$ cat src/rtl/rxq_pkg.sv
package rxq_pkg;

    localparam int unsigned RXQ_DEPTH = 32;
    localparam int unsigned RXQ_WIDTH = 8;
    localparam int unsigned RXQ_CW    = $clog2(RXQ_DEPTH) + 1;

    typedef logic [RXQ_CW-1:0] rxq_cnt_t;

    // queue operation selected in a cycle
    typedef enum logic [1:0] {
        OP_IDLE = 2'b00,
        OP_POP  = 2'b01,
        OP_PUSH = 2'b10,
        OP_SWAP = 2'b11
    } rxq_op_e;

    // threshold triple: selected level, stop level, resume level
    typedef struct packed {
        rxq_cnt_t lvl;
        rxq_cnt_t hi;
        rxq_cnt_t lo;
    } rxq_thr_t;

    function automatic rxq_thr_t rxq_thresholds(input logic [2:0] sel);
        rxq_thr_t t;
        case (sel)
            3'd0:    begin t.lvl = rxq_cnt_t'(1);  t.hi = rxq_cnt_t'(8);  t.lo = rxq_cnt_t'(0);  end
            3'd1:    begin t.lvl = rxq_cnt_t'(8);  t.hi = rxq_cnt_t'(16); t.lo = rxq_cnt_t'(1);  end
            3'd2:    begin t.lvl = rxq_cnt_t'(16); t.hi = rxq_cnt_t'(24); t.lo = rxq_cnt_t'(8);  end
            3'd3:    begin t.lvl = rxq_cnt_t'(24); t.hi = rxq_cnt_t'(28); t.lo = rxq_cnt_t'(16); end
            default: begin t.lvl = rxq_cnt_t'(28); t.hi = rxq_cnt_t'(RXQ_DEPTH); t.lo = rxq_cnt_t'(24); end
        endcase
        return t;
    endfunction

endpackage

$ cat src/rtl/rxq_store.sv
module rxq_store
    import rxq_pkg::*;
#(
    parameter int unsigned DEPTH = RXQ_DEPTH,
    parameter int unsigned WIDTH = RXQ_WIDTH
) (
    input  logic             clk,
    input  logic             rst,
    input  logic             push_req,
    input  logic [WIDTH-1:0] push_data,
    input  logic             pop_req,
    output logic [WIDTH-1:0] pop_data,
    output rxq_cnt_t         cnt_q,
    output rxq_cnt_t         cnt_nxt,
    output logic             push_lost
);
    localparam int unsigned AW = $clog2(DEPTH);
    localparam rxq_cnt_t    FULL_CNT = rxq_cnt_t'(DEPTH);
    localparam logic [AW-1:0] LAST = AW'(DEPTH - 1);

    logic [WIDTH-1:0] mem [DEPTH];
    logic [AW-1:0]    wp_q, rp_q;
    logic             push_ok, pop_ok;
    rxq_op_e          op;

    assign push_ok   = push_req && (cnt_q != FULL_CNT);
    assign pop_ok    = pop_req && (cnt_q != '0);
    assign push_lost = push_req && !push_ok;
    assign op        = rxq_op_e'({push_ok, pop_ok});

    always_comb begin
        case (op)
            OP_PUSH: cnt_nxt = cnt_q + 1'b1;
            OP_POP:  cnt_nxt = cnt_q - 1'b1;
            default: cnt_nxt = cnt_q;
        endcase
    end

    always_ff @(posedge clk) begin
        if (push_ok) mem[wp_q] <= push_data;
    end

    always_ff @(posedge clk) begin
        if (rst) begin
            wp_q     <= '0;
            rp_q     <= '0;
            cnt_q    <= '0;
            pop_data <= '0;
        end else begin
            cnt_q <= cnt_nxt;
            if (push_ok) wp_q <= (wp_q == LAST) ? '0 : wp_q + 1'b1;
            if (pop_ok) begin
                pop_data <= mem[rp_q];
                rp_q     <= (rp_q == LAST) ? '0 : rp_q + 1'b1;
            end
        end
    end

    p_no_overflow_r1: assert property (@(posedge clk) disable iff (rst)
        cnt_q <= FULL_CNT);

    p_full_drop_r2: assert property (@(posedge clk) disable iff (rst)
        (cnt_q == FULL_CNT && push_req && !pop_req) |=> (cnt_q == FULL_CNT));

    p_empty_read_r3: assert property (@(posedge clk) disable iff (rst)
        (cnt_q == '0 && pop_req) |=> $stable(pop_data));

    p_step_r10: assert property (@(posedge clk) disable iff (rst)
        (push_req && pop_req && cnt_q != '0 && cnt_q != FULL_CNT) |=> $stable(cnt_q));

endmodule

$ cat src/rtl/rxq_rts_hyst.sv
module rxq_rts_hyst
    import rxq_pkg::*;
(
    input  logic       clk,
    input  logic       rst,
    input  logic [2:0] sel,
    input  rxq_cnt_t   cnt_q,
    input  rxq_cnt_t   cnt_nxt,
    input  logic       auto_en,
    input  logic       man_n,
    output logic       rts_n,
    output logic       ready_irq
);
    rxq_thr_t thr;
    logic     stop_q;

    assign thr = rxq_thresholds(sel);

    // stop state follows the next count so it lines up with cnt_q
    always_ff @(posedge clk) begin
        if (rst)                        stop_q <= 1'b0;
        else if (cnt_nxt >= thr.hi)     stop_q <= 1'b1;
        else if (cnt_nxt <= thr.lo)     stop_q <= 1'b0;
    end

    assign rts_n     = auto_en ? stop_q : man_n;
    assign ready_irq = (cnt_q >= thr.lvl);

    p_release_r5: assert property (@(posedge clk) disable iff (rst)
        ($stable(sel) && cnt_q >= thr.hi) |-> stop_q);

    p_resume_r6: assert property (@(posedge clk) disable iff (rst)
        ($stable(sel) && cnt_q <= thr.lo) |-> !stop_q);

endmodule

$ cat src/rtl/rxq_flow_ctl.sv
module rxq_flow_ctl
    import rxq_pkg::*;
#(
    parameter int unsigned DEPTH = RXQ_DEPTH,
    parameter int unsigned WIDTH = RXQ_WIDTH
) (
    input  logic             clk,
    input  logic             rst,
    input  logic             wr_en,
    input  logic [WIDTH-1:0] wr_byte,
    input  logic             rd_en,
    output logic [WIDTH-1:0] rd_byte,
    input  logic [2:0]       trig_sel,
    input  logic             auto_rts_en,
    input  logic             man_rts_n,
    input  logic             ovr_clr,
    output logic             rts_n,
    output logic             rx_ready_irq,
    output logic             overrun,
    output logic [RXQ_CW-1:0] fill_level
);
    rxq_cnt_t cnt_q, cnt_nxt;
    logic     lost;

    rxq_store #(.DEPTH(DEPTH), .WIDTH(WIDTH)) u_store (
        .clk      (clk),
        .rst      (rst),
        .push_req (wr_en),
        .push_data(wr_byte),
        .pop_req  (rd_en),
        .pop_data (rd_byte),
        .cnt_q    (cnt_q),
        .cnt_nxt  (cnt_nxt),
        .push_lost(lost)
    );

    rxq_rts_hyst u_hyst (
        .clk      (clk),
        .rst      (rst),
        .sel      (trig_sel),
        .cnt_q    (cnt_q),
        .cnt_nxt  (cnt_nxt),
        .auto_en  (auto_rts_en),
        .man_n    (man_rts_n),
        .rts_n    (rts_n),
        .ready_irq(rx_ready_irq)
    );

    always_ff @(posedge clk) begin
        if (rst)          overrun <= 1'b0;
        else if (lost)    overrun <= 1'b1;
        else if (ovr_clr) overrun <= 1'b0;
    end

    assign fill_level = cnt_q;

    p_ovr_sticky_r2: assert property (@(posedge clk) disable iff (rst)
        (overrun && !ovr_clr) |=> overrun);

    p_ovr_set_r2: assert property (@(posedge clk) disable iff (rst)
        lost |=> overrun);

endmodule

$ cat config.mk
export PLATFORM = sky130hd
export DESIGN_NAME = rxq_flow_ctl
export DESIGN_NICKNAME = d
export VERILOG_FILES = /design/src/rtl/rxq_pkg.sv /design/src/rtl/rxq_store.sv /design/src/rtl/rxq_rts_hyst.sv /design/src/rtl/rxq_flow_ctl.sv
export SDC_FILE = /design/constraint.sdc
export NUM_CORES = 1
export LEC_CHECK = 0
export BUFFER_PORTS_ARGS = -buffer_cell sky130_fd_sc_hd__buf_4
export CAP_MARGIN = 10
export CORE_UTILIZATION = 30
export DETAILED_ROUTE_END_ITERATION = 8
export SLEW_MARGIN = 10
export SYNTH_ARGS = -nofsm -noshare
export SYNTH_HDL_FRONTEND = slang
export SYNTH_SLANG_ARGS = --single-unit
$ cat constraint.sdc
create_clock -name clk -period 5.4 [get_ports clk]
set_clock_uncertainty 0.2 [all_clocks]
set_input_delay 0.27 -clock clk [delete_from_list [all_inputs] [get_ports clk]]
set_output_delay 0.27 -clock clk [all_outputs]
set_load 0.01 [all_outputs]
==> results.rst <==
.. list-table::
   :header-rows: 1

   * - Metric
     - Value
   * - First-pass DRT Iterations
     - 4
   * - Aggregate global routing overflow
     - 0
   * - Worst flop-to-flop path startpoint
     - u_store.cnt_q[2]$_SDFF_PP0_
   * - HPWL Detailed
     - ~15 mm
   * - Portion of the post-synthesis area used by sequential elements
     - 70.4%
   * - Area of the placeable core
     - about 38000 µm²
   * - Period minus WS final
     - 4.86 ns
   * - Number of top-level design ports
     - 35
   * - Vias per cell
     - 4.74
   * - Row count
     - 71
   * - Overall die area
     - 39700 µm²
   * - Vias after detailed routing
     - between 5000 and 6000
   * - Post-detailed-route wirelength per cell
     - roughly 20 µm
   * - Pleak
     - 4.18 nW
   * - Number of antenna repair diodes
     - 0
   * - Resized Gates After CTS
     - 0
   * - Endpoints failing setup
     - 0
   * - Total non-filler cell area in the finished layout
     - ~13000 µm²
   * - Largest net degree at the start of global routing
     - 40
   * - PortBufs
     - 34
   * - Overall global routing resource usage
     - about an eighth
   * - Startpoint kind of the worst setup timing path
     - flip-flop
   * - Peak clock frequency supported by timing
     - 0.206 GHz
   * - Adder-cell area share of the yosys netlist
     - 2.50%
   * - Die Y
     - about 200 µm
   * - Kind of critical path
     - reg -> reg
   * - Wire length after detailed routing
     - 24.1 mm
   * - Starting utilization of the core area
     - 30.7%
   * - CTS Buf Count
     - 29
   * - Synthesized-area fraction occupied by and/or/nand/nor cells
     - 4.63%
   * - TritonCTS clock tree
     - built
   * - Clock network latency to the later pin of the worst-skew pair
     - ~0.54 ns
   * - Power density cells
     - 436 nW/µm²
   * - Final TNS setup
     - 0 ns
   * - Area after DPL
     - about 12000 µm²
   * - Max-slew violation count
     - 0
   * - Hold Vio Cnt, Final
     - 0
   * - Highest net fanout along the worst path
     - 20
   * - Width of the chip
     - 199 µm
   * - Wire length of the first global-routing pass
     - between 30 and 40 mm
   * - Crit path from
     - u_store.cnt_q[2]$_SDFF_PP0_
   * - # clock sinks
     - about 280
   * - Number of synthesized flops with an enable pin
     - around 260
   * - Synthesis Warnings
     - 0
   * - Mux cell area share after synthesis
     - 16.9%
   * - Maximum root-to-sink buffer count
     - 3
   * - Complex-gate fraction of the synthesized area
     - between 3 and 4%
   * - Final clock period utilization by the worst path
     - approximately nine tenths
   * - Syn nets
     - approximately 660
   * - Per-instance average area after synthesis
     - between 15 and 20 µm²
   * - Antenna violations before repair
     - 0
   * - Total power after layout
     - 5.84 mW
   * - Kind of end point of the critical path
     - flip-flop
   * - Clock-pin slew on the worst setup and hold paths
     - ~0.060 ns
   * - Cell at the root of the clock tree
     - clkbuf_16
   * - Min-Delay Startpoint
     - trig_sel[0]
   * - DRC viols
     - 0
   * - MaxCap Viol Count
     - 0
   * - Fraction of final layout cells with drive strength greater than 1
     - 23.4%
   * - Rel. slew slack
     - 25.1%
   * - Via count of the first global-routing pass
     - a little under 6000
   * - Global placement routability congestion
     - about 0.77
   * - Worst EP required
     - ~5.6 ns
   * - Initial drt markers
     - roughly 410
   * - #FFs+latches synth
     - roughly 280
   * - Share of flip-flops with an asynchronous set or reset after synthesis
     - 0%
   * - Number of levels in the clock H-tree
     - 1
   * - Main combinational cell family by area after synthesis
     - multiplexers
   * - Class of the worst hold path
     - in -> reg
   * - Arrival time reported for the critical path endpoint
     - 5.07 ns
   * - Maximum vdd drop
     - 250 µV
   * - Area share of xor/xnor cells in the synthesized design
     - 0.225%
   * - Cell area after technology mapping
     - 11700 µm²
   * - Top FF cell, synth
     - edfxtp_1
   * - Synthesis-to-layout area growth
     - 15.0%
   * - Setup Fix Bufs, Post-CTS
     - 0
   * - Remaining antenna violation count after routing
     - 0
   * - RSZ-0062 raised after global routing
     - no
   * - Final-layout fill cell count
     - about 3600
   * - Number of nets in the final layout
     - roughly 700
   * - Transition time at the pin with the least slew margin
     - between 1 and 1.5 ns
   * - Synthesized instance count
     - 620
   * - Unique masters post-synth
     - 58
   * - Result of the run
     - complete, no violations
cells in the mapped netlist, types with 2 or more instances:
cell	count	area, µm²
nor3_1	4	20.0
xnor2_1	2	17.5
buf_4	5	37.5
inv_1	9	33.8
buf_2	12	60.1
nor2b_1	3	18.8
nor2_1	60	225
buf_1	2	7.51
mux4_1	3	78.8
a211o_1	2	17.5
mux4_2	69	1550
mux2i_1	33	330
o21ai_0	6	30.0
and3_1	3	18.8
nand3_1	5	25.0
clkbuf_1	8	30.0
nor4b_1	5	43.8
or3b_2	3	26.3
a211oi_1	8	60.1
a211oi_2	2	25.0
clkbuf_4	2	15.0
a21o_1	2	15.0
or4_1	3	22.5
nand3b_1	3	22.5
dfxtp_1	26	521
nand2_1	15	56.3
edfxtp_1	256	7690
inv_2	2	7.51
a31oi_1	3	18.8
ha_1	20	250
buf_12	3	60.1
a21oi_1	15	75.1
placed cells by master, fill, tap and decap left out, drive strengths merged, types with 2 or more instances in the layout:
master / netlist / routed
a211o: 2 / 2
or3b: 4 / 4
mux4: 72 / 72
mux2i: 33 / 33
dlygate4sd3: 0 / 14
edfxtp: 256 / 256
nand3b: 3 / 3
nor3: 4 / 4
xnor2: 2 / 2
buf: 23 / 38
maj3: 2 / 2
nand2: 15 / 15
nor2: 60 / 60
clkbuf: 10 / 36
clkinv: 0 / 11
a211oi: 10 / 10
o21ai: 7 / 7
or4: 3 / 3
a21o: 2 / 2
bufinv: 0 / 3
inv: 11 / 11
dfxtp: 26 / 26
ha: 20 / 20
clkinvlp: 0 / 2
a21oi: 15 / 15
nor4b: 5 / 5
nand3: 5 / 5
a31oi: 3 / 3
nor2b: 3 / 3
and3: 3 / 3
what timing repair did:
action	4_1_cts	5_1_grt
endpoints found under the setup margin	0	0
hold buffers	14	0
endpoints found under the hold margin	282	0
report_power, final:
part	switching (mW)	internal, mW	total (mW)	leakage, nW
Sequential	0.159	2.46	2.62	2.52
Combinational	0.661	0.638	1.30	1.22
Clock	0.802	1.12	1.93	0.437
per-layer routing:
metal	part of all wire (%)	global-route usage (%)	vias up
met4	1.7	2.42	0
met3	4.6	1.94	29
li1	-	-	2608
met2	47	19.8	117
met1	46	17.8	2938
met5	0	0	-
per-stage QoR:
step / hold WS (ns) / util, % / setup slack (ns) / std cells
floorplan: 0.169 / - / 1.06 / 620
global placement: 0.278 / 32.6 / 0.684 / 1136
detailed placement: 0.289 / 32.6 / 0.602 / 1136
CTS: 0.152 / 35.4 / 0.582 / 1202
global route: 0.204 / 35.4 / 0.285 / 1202
finish: 0.179 / 35.4 / 0.544 / 1202
cells by family (layout without fill, tap and decap cells):
kind of cell / after synthesis / after routing
AO/OA/AOI/OAI: 50 / 50
XOR/XNOR: 3 / 3
adder cells (fa/ha/maj): 23 / 23
buffers and inverters: 44 / 115
flip-flops: 282 / 282
multiplexers: 106 / 106
AND/OR/NAND/NOR: 112 / 112
registers in the layout, summed over array words and instances (netlist names):
register	flops
u_store.mem	256
overrun	1
u_store.rp_q	5
u_store.wp_q	5
u_store.pop_data	8
u_hyst.stop_q	1
u_store.cnt_q	6
area by class of cell:
class / count / area (µm²) / share of cell area, %
Inverter: 11 / 41.3 / 0.308
Multi-Input combinational cell: 294 / 3190 / 23.8
Clock inverter: 16 / 153 / 1.14
Clock buffer: 36 / 752 / 5.61
Timing Repair Buffer: 52 / 425 / 3.17
Sequential cell: 282 / 8210 / 61.2
Tap cell: 511 / 639 / 4.77
final timing paths:
check | to | slack [ns] | depth (start not counted)
max | u_hyst.stop_q$_SDFFE_PP0P_ | 0.54 | 16
min | u_hyst.stop_q$_SDFFE_PP0P_ | 0.18 | 5
min reg2reg | u_store.pop_data[0]$_SDFFE_PP0P_ | 0.35 | 2
max reg2reg | u_hyst.stop_q$_SDFFE_PP0P_ | 0.54 | 16
worst max-delay path, stage by stage (launching register included):
cell	delay [ns]
dfxtp_1	0.37
or2_2	0.30
or4_1	0.46
o21ai_2	0.30
inv_2	0.23
ha_1	0.38
ha_1	0.40
nor4b_1	0.18
a211o_1	0.26
a311oi_1	0.50
inv_1	0.11
ha_1	0.35
nand3_1	0.08
a32o_1	0.23
a31oi_1	0.13
a41o_1	0.18
a21oi_1	0.05
(Power assumes the default switching activity.)
